--- src/rtl/i2c_mtx_pkg.sv ---
package i2c_mtx_pkg;
  localparam int DW = 8;

  // control register bit positions
  localparam int B_FLAG  = 7;
  localparam int B_START = 5;
  localparam int B_STOP  = 4;
  localparam int B_WCOL  = 3;
  localparam int B_EN    = 2;

  localparam logic [DW-1:0] ST_START = 8'h08;
  localparam logic [DW-1:0] ST_AACK  = 8'h18;
  localparam logic [DW-1:0] ST_ANACK = 8'h20;
  localparam logic [DW-1:0] ST_DACK  = 8'h28;
  localparam logic [DW-1:0] ST_DNACK = 8'h30;
  localparam logic [DW-1:0] ST_ARB   = 8'h38;
  localparam logic [DW-1:0] ST_NONE  = 8'hF8;

  typedef enum logic [3:0] {
    E_IDLE, E_RS0, E_ST1, E_ST2, E_ST3, E_HOLD, E_BIT, E_SP0, E_SP1, E_SP2
  } eng_st_t;
endpackage

--- src/rtl/i2c_mtx_tick.sv ---
module i2c_mtx_tick #(
  parameter int QDIV = 125
) (
  input  logic clk,
  input  logic rst,
  output logic tick
);
  localparam int CW = (QDIV > 1) ? $clog2(QDIV) : 1;
  logic [CW-1:0] cnt;

  always_ff @(posedge clk) begin
    if (rst) begin
      cnt  <= '0;
      tick <= 1'b0;
    end else begin
      tick <= (cnt == CW'(QDIV - 1));
      if (cnt == CW'(QDIV - 1)) cnt <= '0;
      else                      cnt <= cnt + 1'b1;
    end
  end
endmodule

--- src/rtl/i2c_mtx_buswatch.sv ---
module i2c_mtx_buswatch (
  input  logic clk,
  input  logic rst,
  input  logic scl_in,
  input  logic sda_in,
  output logic s_scl,
  output logic s_sda,
  output logic busy
);
  logic p_scl, p_sda;

  always_ff @(posedge clk) begin
    if (rst) begin
      s_scl <= 1'b1;
      s_sda <= 1'b1;
      p_scl <= 1'b1;
      p_sda <= 1'b1;
      busy  <= 1'b0;
    end else begin
      s_scl <= scl_in;
      s_sda <= sda_in;
      p_scl <= s_scl;
      p_sda <= s_sda;
      if (p_scl && s_scl && p_sda && !s_sda)      busy <= 1'b1;
      else if (p_scl && s_scl && !p_sda && s_sda) busy <= 1'b0;
    end
  end
endmodule

--- src/rtl/i2c_mtx_regs.sv ---
module i2c_mtx_regs
  import i2c_mtx_pkg::*;
(
  input  logic          clk,
  input  logic          rst,
  input  logic          reg_wr,
  input  logic          reg_sel,
  input  logic [DW-1:0] reg_wdata,
  input  logic          post_v,
  input  logic [DW-1:0] post_code,
  input  logic          stop_done,
  input  logic          eng_idle,
  output logic          go,
  output logic          go_start,
  output logic          go_stop,
  output logic [DW-1:0] tx_byte,
  output logic          flag,
  output logic [DW-1:0] ctrl_rd,
  output logic [DW-1:0] status
);
  logic wcol, en, start_pend, stop_pend;
  logic ctrl_wr, data_wr, accept;

  assign ctrl_wr = reg_wr && !reg_sel;
  assign data_wr = reg_wr && reg_sel;
  assign accept  = ctrl_wr && reg_wdata[B_FLAG] && reg_wdata[B_EN] && (flag || eng_idle);

  always_ff @(posedge clk) begin
    if (rst) begin
      flag       <= 1'b0;
      wcol       <= 1'b0;
      en         <= 1'b0;
      start_pend <= 1'b0;
      stop_pend  <= 1'b0;
      tx_byte    <= '0;
      status     <= ST_NONE;
      go         <= 1'b0;
      go_start   <= 1'b0;
      go_stop    <= 1'b0;
    end else begin
      go <= 1'b0;
      if (post_v) begin
        flag       <= 1'b1;
        status     <= post_code;
        start_pend <= 1'b0;
      end
      if (stop_done) stop_pend <= 1'b0;
      if (ctrl_wr) begin
        en <= reg_wdata[B_EN];
        if (accept) begin
          flag       <= 1'b0;
          status     <= ST_NONE;
          go         <= 1'b1;
          go_start   <= reg_wdata[B_START];
          go_stop    <= reg_wdata[B_STOP] && !reg_wdata[B_START];
          start_pend <= reg_wdata[B_START];
          stop_pend  <= reg_wdata[B_STOP] && !reg_wdata[B_START];
        end
      end
      if (data_wr) begin
        if (flag) begin
          tx_byte <= reg_wdata;
          wcol    <= 1'b0;
        end else begin
          wcol    <= 1'b1;
        end
      end
    end
  end

  always_comb begin
    ctrl_rd          = '0;
    ctrl_rd[B_FLAG]  = flag;
    ctrl_rd[B_START] = start_pend;
    ctrl_rd[B_STOP]  = stop_pend;
    ctrl_rd[B_WCOL]  = wcol;
    ctrl_rd[B_EN]    = en;
  end
endmodule

--- src/rtl/i2c_mtx_engine.sv ---
module i2c_mtx_engine
  import i2c_mtx_pkg::*;
(
  input  logic          clk,
  input  logic          rst,
  input  logic          tick,
  input  logic          go,
  input  logic          go_start,
  input  logic          go_stop,
  input  logic [DW-1:0] tx_byte,
  input  logic          s_scl,
  input  logic          s_sda,
  input  logic          busy,
  output logic          scl_oe,
  output logic          sda_oe,
  output logic          post_v,
  output logic [DW-1:0] post_code,
  output logic          stop_done,
  output logic          eng_idle
);
  localparam int BCW = $clog2(DW + 1);
  localparam logic [BCW-1:0] ACK_BIT = BCW'(DW);

  eng_st_t        st;
  logic [1:0]     ph;
  logic [BCW-1:0] bitc;
  logic [DW-1:0]  sh;
  logic           rs, addr, acked;

  assign eng_idle = (st == E_IDLE);

  always_ff @(posedge clk) begin
    if (rst) begin
      st        <= E_IDLE;
      ph        <= '0;
      bitc      <= '0;
      sh        <= '0;
      rs        <= 1'b0;
      addr      <= 1'b0;
      acked     <= 1'b0;
      scl_oe    <= 1'b0;
      sda_oe    <= 1'b0;
      post_v    <= 1'b0;
      post_code <= ST_NONE;
      stop_done <= 1'b0;
    end else begin
      post_v    <= 1'b0;
      stop_done <= 1'b0;
      case (st)
        E_IDLE: begin
          scl_oe <= 1'b0;
          sda_oe <= 1'b0;
          if (go && go_start) begin
            st <= E_ST1;
            rs <= 1'b0;
          end else if (go && go_stop) begin
            stop_done <= 1'b1;
          end
        end
        E_RS0: if (tick) begin
          scl_oe <= 1'b0;
          st     <= E_ST1;
        end
        E_ST1: if (tick && s_scl && s_sda && (rs || !busy)) begin
          sda_oe <= 1'b1;
          st     <= E_ST2;
        end
        E_ST2: if (tick) begin
          scl_oe <= 1'b1;
          st     <= E_ST3;
        end
        E_ST3: if (tick) begin
          st        <= E_HOLD;
          addr      <= 1'b1;
          post_v    <= 1'b1;
          post_code <= ST_START;
        end
        E_HOLD: if (go) begin
          if (go_start) begin
            sda_oe <= 1'b0;
            rs     <= 1'b1;
            st     <= E_RS0;
          end else if (go_stop) begin
            sda_oe <= 1'b1;
            st     <= E_SP0;
          end else begin
            sh   <= tx_byte;
            bitc <= '0;
            ph   <= 2'd0;
            st   <= E_BIT;
          end
        end
        E_BIT: if (tick) begin
          case (ph)
            2'd0: begin
              sda_oe <= (bitc == ACK_BIT) ? 1'b0 : ~sh[DW-1];
              ph     <= 2'd1;
            end
            2'd1: begin
              scl_oe <= 1'b0;
              ph     <= 2'd2;
            end
            2'd2: begin
              ph <= 2'd3;
              if (bitc != ACK_BIT && !sda_oe && !s_sda && s_scl) begin
                scl_oe    <= 1'b0;
                sda_oe    <= 1'b0;
                st        <= E_IDLE;
                post_v    <= 1'b1;
                post_code <= ST_ARB;
              end
              if (bitc == ACK_BIT) acked <= !s_sda;
            end
            default: begin
              scl_oe <= 1'b1;
              if (bitc == ACK_BIT) begin
                st        <= E_HOLD;
                addr      <= 1'b0;
                post_v    <= 1'b1;
                post_code <= addr ? (acked ? ST_AACK : ST_ANACK)
                                  : (acked ? ST_DACK : ST_DNACK);
              end else begin
                bitc <= bitc + 1'b1;
                sh   <= {sh[DW-2:0], 1'b0};
                ph   <= 2'd0;
              end
            end
          endcase
        end
        E_SP0: if (tick) begin
          scl_oe <= 1'b0;
          st     <= E_SP1;
        end
        E_SP1: if (tick) begin
          sda_oe <= 1'b0;
          st     <= E_SP2;
        end
        E_SP2: if (tick) begin
          st        <= E_IDLE;
          stop_done <= 1'b1;
        end
        default: st <= E_IDLE;
      endcase
    end
  end
endmodule

--- src/rtl/i2c_mtx_ctrl.sv ---
module i2c_mtx_ctrl
  import i2c_mtx_pkg::*;
#(
  parameter int QDIV = 125
) (
  input  logic       clk,
  input  logic       rst,
  input  logic       reg_wr,
  input  logic       reg_sel,
  input  logic [7:0] reg_wdata,
  output logic [7:0] ctrl_rd,
  output logic [7:0] data_rd,
  output logic [7:0] status,
  output logic       irq,
  input  logic       scl_in,
  input  logic       sda_in,
  output logic       scl_oe,
  output logic       sda_oe
);
  logic          tick, s_scl, s_sda, busy;
  logic          go, go_start, go_stop, post_v, stop_done, eng_idle;
  logic [DW-1:0] post_code, tx_byte;

  i2c_mtx_tick #(.QDIV(QDIV)) u_tick (
    .clk(clk), .rst(rst), .tick(tick)
  );

  i2c_mtx_buswatch u_watch (
    .clk(clk), .rst(rst), .scl_in(scl_in), .sda_in(sda_in),
    .s_scl(s_scl), .s_sda(s_sda), .busy(busy)
  );

  i2c_mtx_regs u_regs (
    .clk(clk), .rst(rst), .reg_wr(reg_wr), .reg_sel(reg_sel),
    .reg_wdata(reg_wdata), .post_v(post_v), .post_code(post_code),
    .stop_done(stop_done), .eng_idle(eng_idle), .go(go),
    .go_start(go_start), .go_stop(go_stop), .tx_byte(tx_byte),
    .flag(irq), .ctrl_rd(ctrl_rd), .status(status)
  );

  i2c_mtx_engine u_eng (
    .clk(clk), .rst(rst), .tick(tick), .go(go), .go_start(go_start),
    .go_stop(go_stop), .tx_byte(tx_byte), .s_scl(s_scl), .s_sda(s_sda),
    .busy(busy), .scl_oe(scl_oe), .sda_oe(sda_oe), .post_v(post_v),
    .post_code(post_code), .stop_done(stop_done), .eng_idle(eng_idle)
  );

  assign data_rd = tx_byte;
endmodule

--- config.mk ---
export PLATFORM = sky130hd
export DESIGN_NAME = i2c_mtx_ctrl
export DESIGN_NICKNAME = d
export VERILOG_FILES = /design/src/rtl/i2c_mtx_pkg.sv /design/src/rtl/i2c_mtx_tick.sv /design/src/rtl/i2c_mtx_buswatch.sv /design/src/rtl/i2c_mtx_regs.sv /design/src/rtl/i2c_mtx_engine.sv /design/src/rtl/i2c_mtx_ctrl.sv
export SDC_FILE = /design/constraint.sdc
export NUM_CORES = 1
export LEC_CHECK = 0
export BUFFER_PORTS_ARGS = -buffer_cell sky130_fd_sc_hd__buf_2
export CAP_MARGIN = 20
export CORE_ASPECT_RATIO = 1.25
export CORE_MARGIN = 3
export CORE_UTILIZATION = 50
export DETAILED_ROUTE_END_ITERATION = 10
export GPL_ROUTABILITY_DRIVEN = 0
export PLACE_DENSITY = 0.73
export SLEW_MARGIN = 20
export SYNTH_ARGS = -nofsm -noshare
export SYNTH_HDL_FRONTEND = slang
export SYNTH_SLANG_ARGS = --single-unit
--- constraint.sdc ---
create_clock -name clk -period 1.8 [get_ports clk]
set_input_delay 0.36 -clock clk [delete_from_list [all_inputs] [get_ports clk]]
set_output_delay 0.36 -clock clk [all_outputs]
set_load 0.02 [all_outputs]
==> flow_summary.ini <==
[outcome]
status = finished, final reports clean

[routing]
dr_total_vias = 2984
routed_wl_um = 7690
avgRoutedWirePerCell_um = 14.4
vias_per_cell = 5.59
drt_iter0_markers = 160
route.detailed.drc = 0
first_pass_iters = 4
ant_nets = 0

[yosys]
synth_area_leader_cell = dfxtp_1
synthTopCellsByArea = dfxtp_1, nand2_1, a21oi_1
synthArstFlopShare = 0
syn_area_mm2 = 0.00323
synth_area_per_cell_um2 = 8.47
synth_common_cells = dfxtp_1, nand2_1, nor2_1
synth_xor_xnor_area_share = 0.0136
ys_ff_latch = 66
yosys_warnings = 0
post-synth-top-count-cell = dfxtp_1
synthAdderAreaFrac = 0.0349
yosysTopAreaCellShare = 0.409
synthCells = 381
synth_mux_area_frac = 0.0345
synth.distinct_cells = 63
synth_top_family_by_area = simple AND/OR/NAND/NOR gates
dominantRegCellSynth = dfxtp_1
synth-edff-count = 0
yosysSeqAreaShare = 0.409
synth-compound-area-share = 0.176
synthSimpleGateAreaFrac = 0.263

[power_and_ir_drop]
power.density_mw_per_mm2 = 862
intPower_uw = 2590
power.switching_uw = 940
clkPwrFrac = 0.398
p_leak_uw = 0.00169
seq_power_share = 0.435
power.share.combinational = 0.167
p_total_uw = 3530
max-vdd-ir-drop_mv = 0.726
power_switching_share = 0.266

[floorplanning]
core-area_mm2 = 0.00621
dieArea_mm2 = 0.00746
rows = 32
die_x_um = 77.9
die_h_um = 95.8
io_pins = 41
start_util = 0.520

[clock_network]
cts_hold_buf = 0
cts_buffer_depth = 2
cts_buffers = 9
cts_sinks = 66
cts-root-buf = clkbuf_8
worstSkewPairLatency_ns = 0.34
cts_tree = done
htree_levels = 3
clkTransAtPathRegs_ns = 0.08

[final_layout]
final_area_mm2 = 0.00410
fin_nets = 467
diodes = 0
syn2layout_area_growth_pct = 27.0
drive_above_1_share = 0.307

[flow_run]
max_cap_viol_count = 0

[placed_design]
pre_cts_ws_ns = -0.129
hpwl_um = 5510
numPortBuffers = 37
postPlaceCellArea_mm2 = 0.00369

[sta]
rsz0062_at_grt = yes
fin_crit_sh = 0.989
fmax_ghz = 0.562
layout_min_cycle_time_ns = 1.78
worst_slack_ns = 0.0198
skew_ns = 0.00854
hold_ws_ns = 0.195
finalHoldViolCount = 0
setup_viol = 0
slew_viol_final = 0
setup-tns-final_ns = 0

[grt]
antenna_found_initial = 0
grt_max_degree = 23
global_route.overflow_total = 0
grt_usage = 0.215
grt_pass1_vias = 2896
grt_first_pass_wirelength_um = 13000

[worst_hold_path]
hp-class = in -> reg

[setup_path]
critical_path_arrival_ns = 2.06
path_max_fanout = 8
critical_path_buf_inv_count = 1
cp.required_ns = 2.08
endpoint_kind = register
critPathTopFamily = simple AND/OR/NAND/NOR gates
crit_chain = nand4bb_1, buf_4, or4_1, a21oi_2
setup.worst_path.class = reg -> reg
cp_slowest_cell = or4_1
start_kind = register
cpPeakStageDelay_ns = 0.52
==> sequential cells by signal, indices dropped and copies added (netlist names), 2 cells and up <==
name and count:
u_eng.bitc 4, u_eng.ph 2, u_eng.post_code 4, u_eng.sh 8, u_eng.st 4, u_regs.status 8
u_regs.tx_byte 8, u_tick.cnt 7
==> routing by layer <==
layer,wire (um),share of wire,up-vias,track usage
li1,-,-,1454,-
met1,3240,0.42,1407,0.252
met3,389,0.051,19,0.0478
met5,0,0,-,0
met4,173,0.022,0,0.104
met2,3890,0.51,104,0.374
==> kinds of logic after synthesis <==
kind of cell	Yosys count
AND/OR/NAND/NOR	159
AO/OA/AOI/OAI	83
flip-flops	66
buffers and inverters	47
multiplexers	11
adder cells (fa/ha/maj)	9
XOR/XNOR	5
other	1
==> power by group through the flow <==
stage	clock, uW	sequential (uW)	combinational (uW)
2_1_floorplan	0	1550	338
3_3_place_gp	0	1560	472
3_5_place_dp	0	1560	481
4_1_cts	1420	1530	509
5_1_grt	1500	1540	634
6_report	1410	1540	591
==> through the flow <==
step / utilization / instances
finish: 0.660 / 534
global placement: 0.594 / 514
global route: 0.660 / 534
detailed placement: 0.594 / 514
CTS: 0.640 / 533
floorplan: - / 383
==> path summary, 6_finish.rpt <==
check,start,endpoint,slack [ns],cells after the start
min reg2reg,u_regs.status[2],u_regs.status[2],0.46,1
min,scl_in,u_watch.s_scl,0.20,2
max reg2reg,u_eng.st[0],u_eng.bitc[3],0.02,4
max,u_eng.st[0],u_eng.bitc[3],0.02,4
==> placed cells by master (no fill, tap or decap), drive strengths merged, types with 3 or more instances in the layout <==
master / count
nand3b: 4
buf: 82
a311oi: 10
mux2i: 10
nor2: 38
o21ai: 18
nor3: 6
nand2: 47
or2: 5
nand3: 8
nor2b: 7
dfxtp: 66
and2: 5
and4bb: 3
xor2: 3
inv: 16
a22oi: 3
nor4: 4
nand2b: 8
conb: 3
a31oi: 3
nor3b: 4
a21oi: 30
and3: 5
ha: 9
clkbuf: 9
==> area by class of cell <==
| type | count | area (um2) |
|---|---|---|
| Clock buffer | 9 | 124 |
| Clock inverter | 7 | 101 |
| Fill cell | 489 | 2110 |
| Inverter | 15 | 56.3 |
| Multi-Input combinational cell | 270 | 1830 |
| Sequential cell | 66 | 1340 |
| Tap cell | 85 | 106 |
| Timing Repair Buffer | 82 | 539 |
==> repair_timing <==
item / in CTS / in global routing
pin swaps: 5 / 7
setup buffers: 3 / 1
endpoints found under the setup margin: 13 / 18
gates cloned: 0 / 0
resized for setup: 10 / 28
No activity file was read; power rests on OpenSTA's default activity.
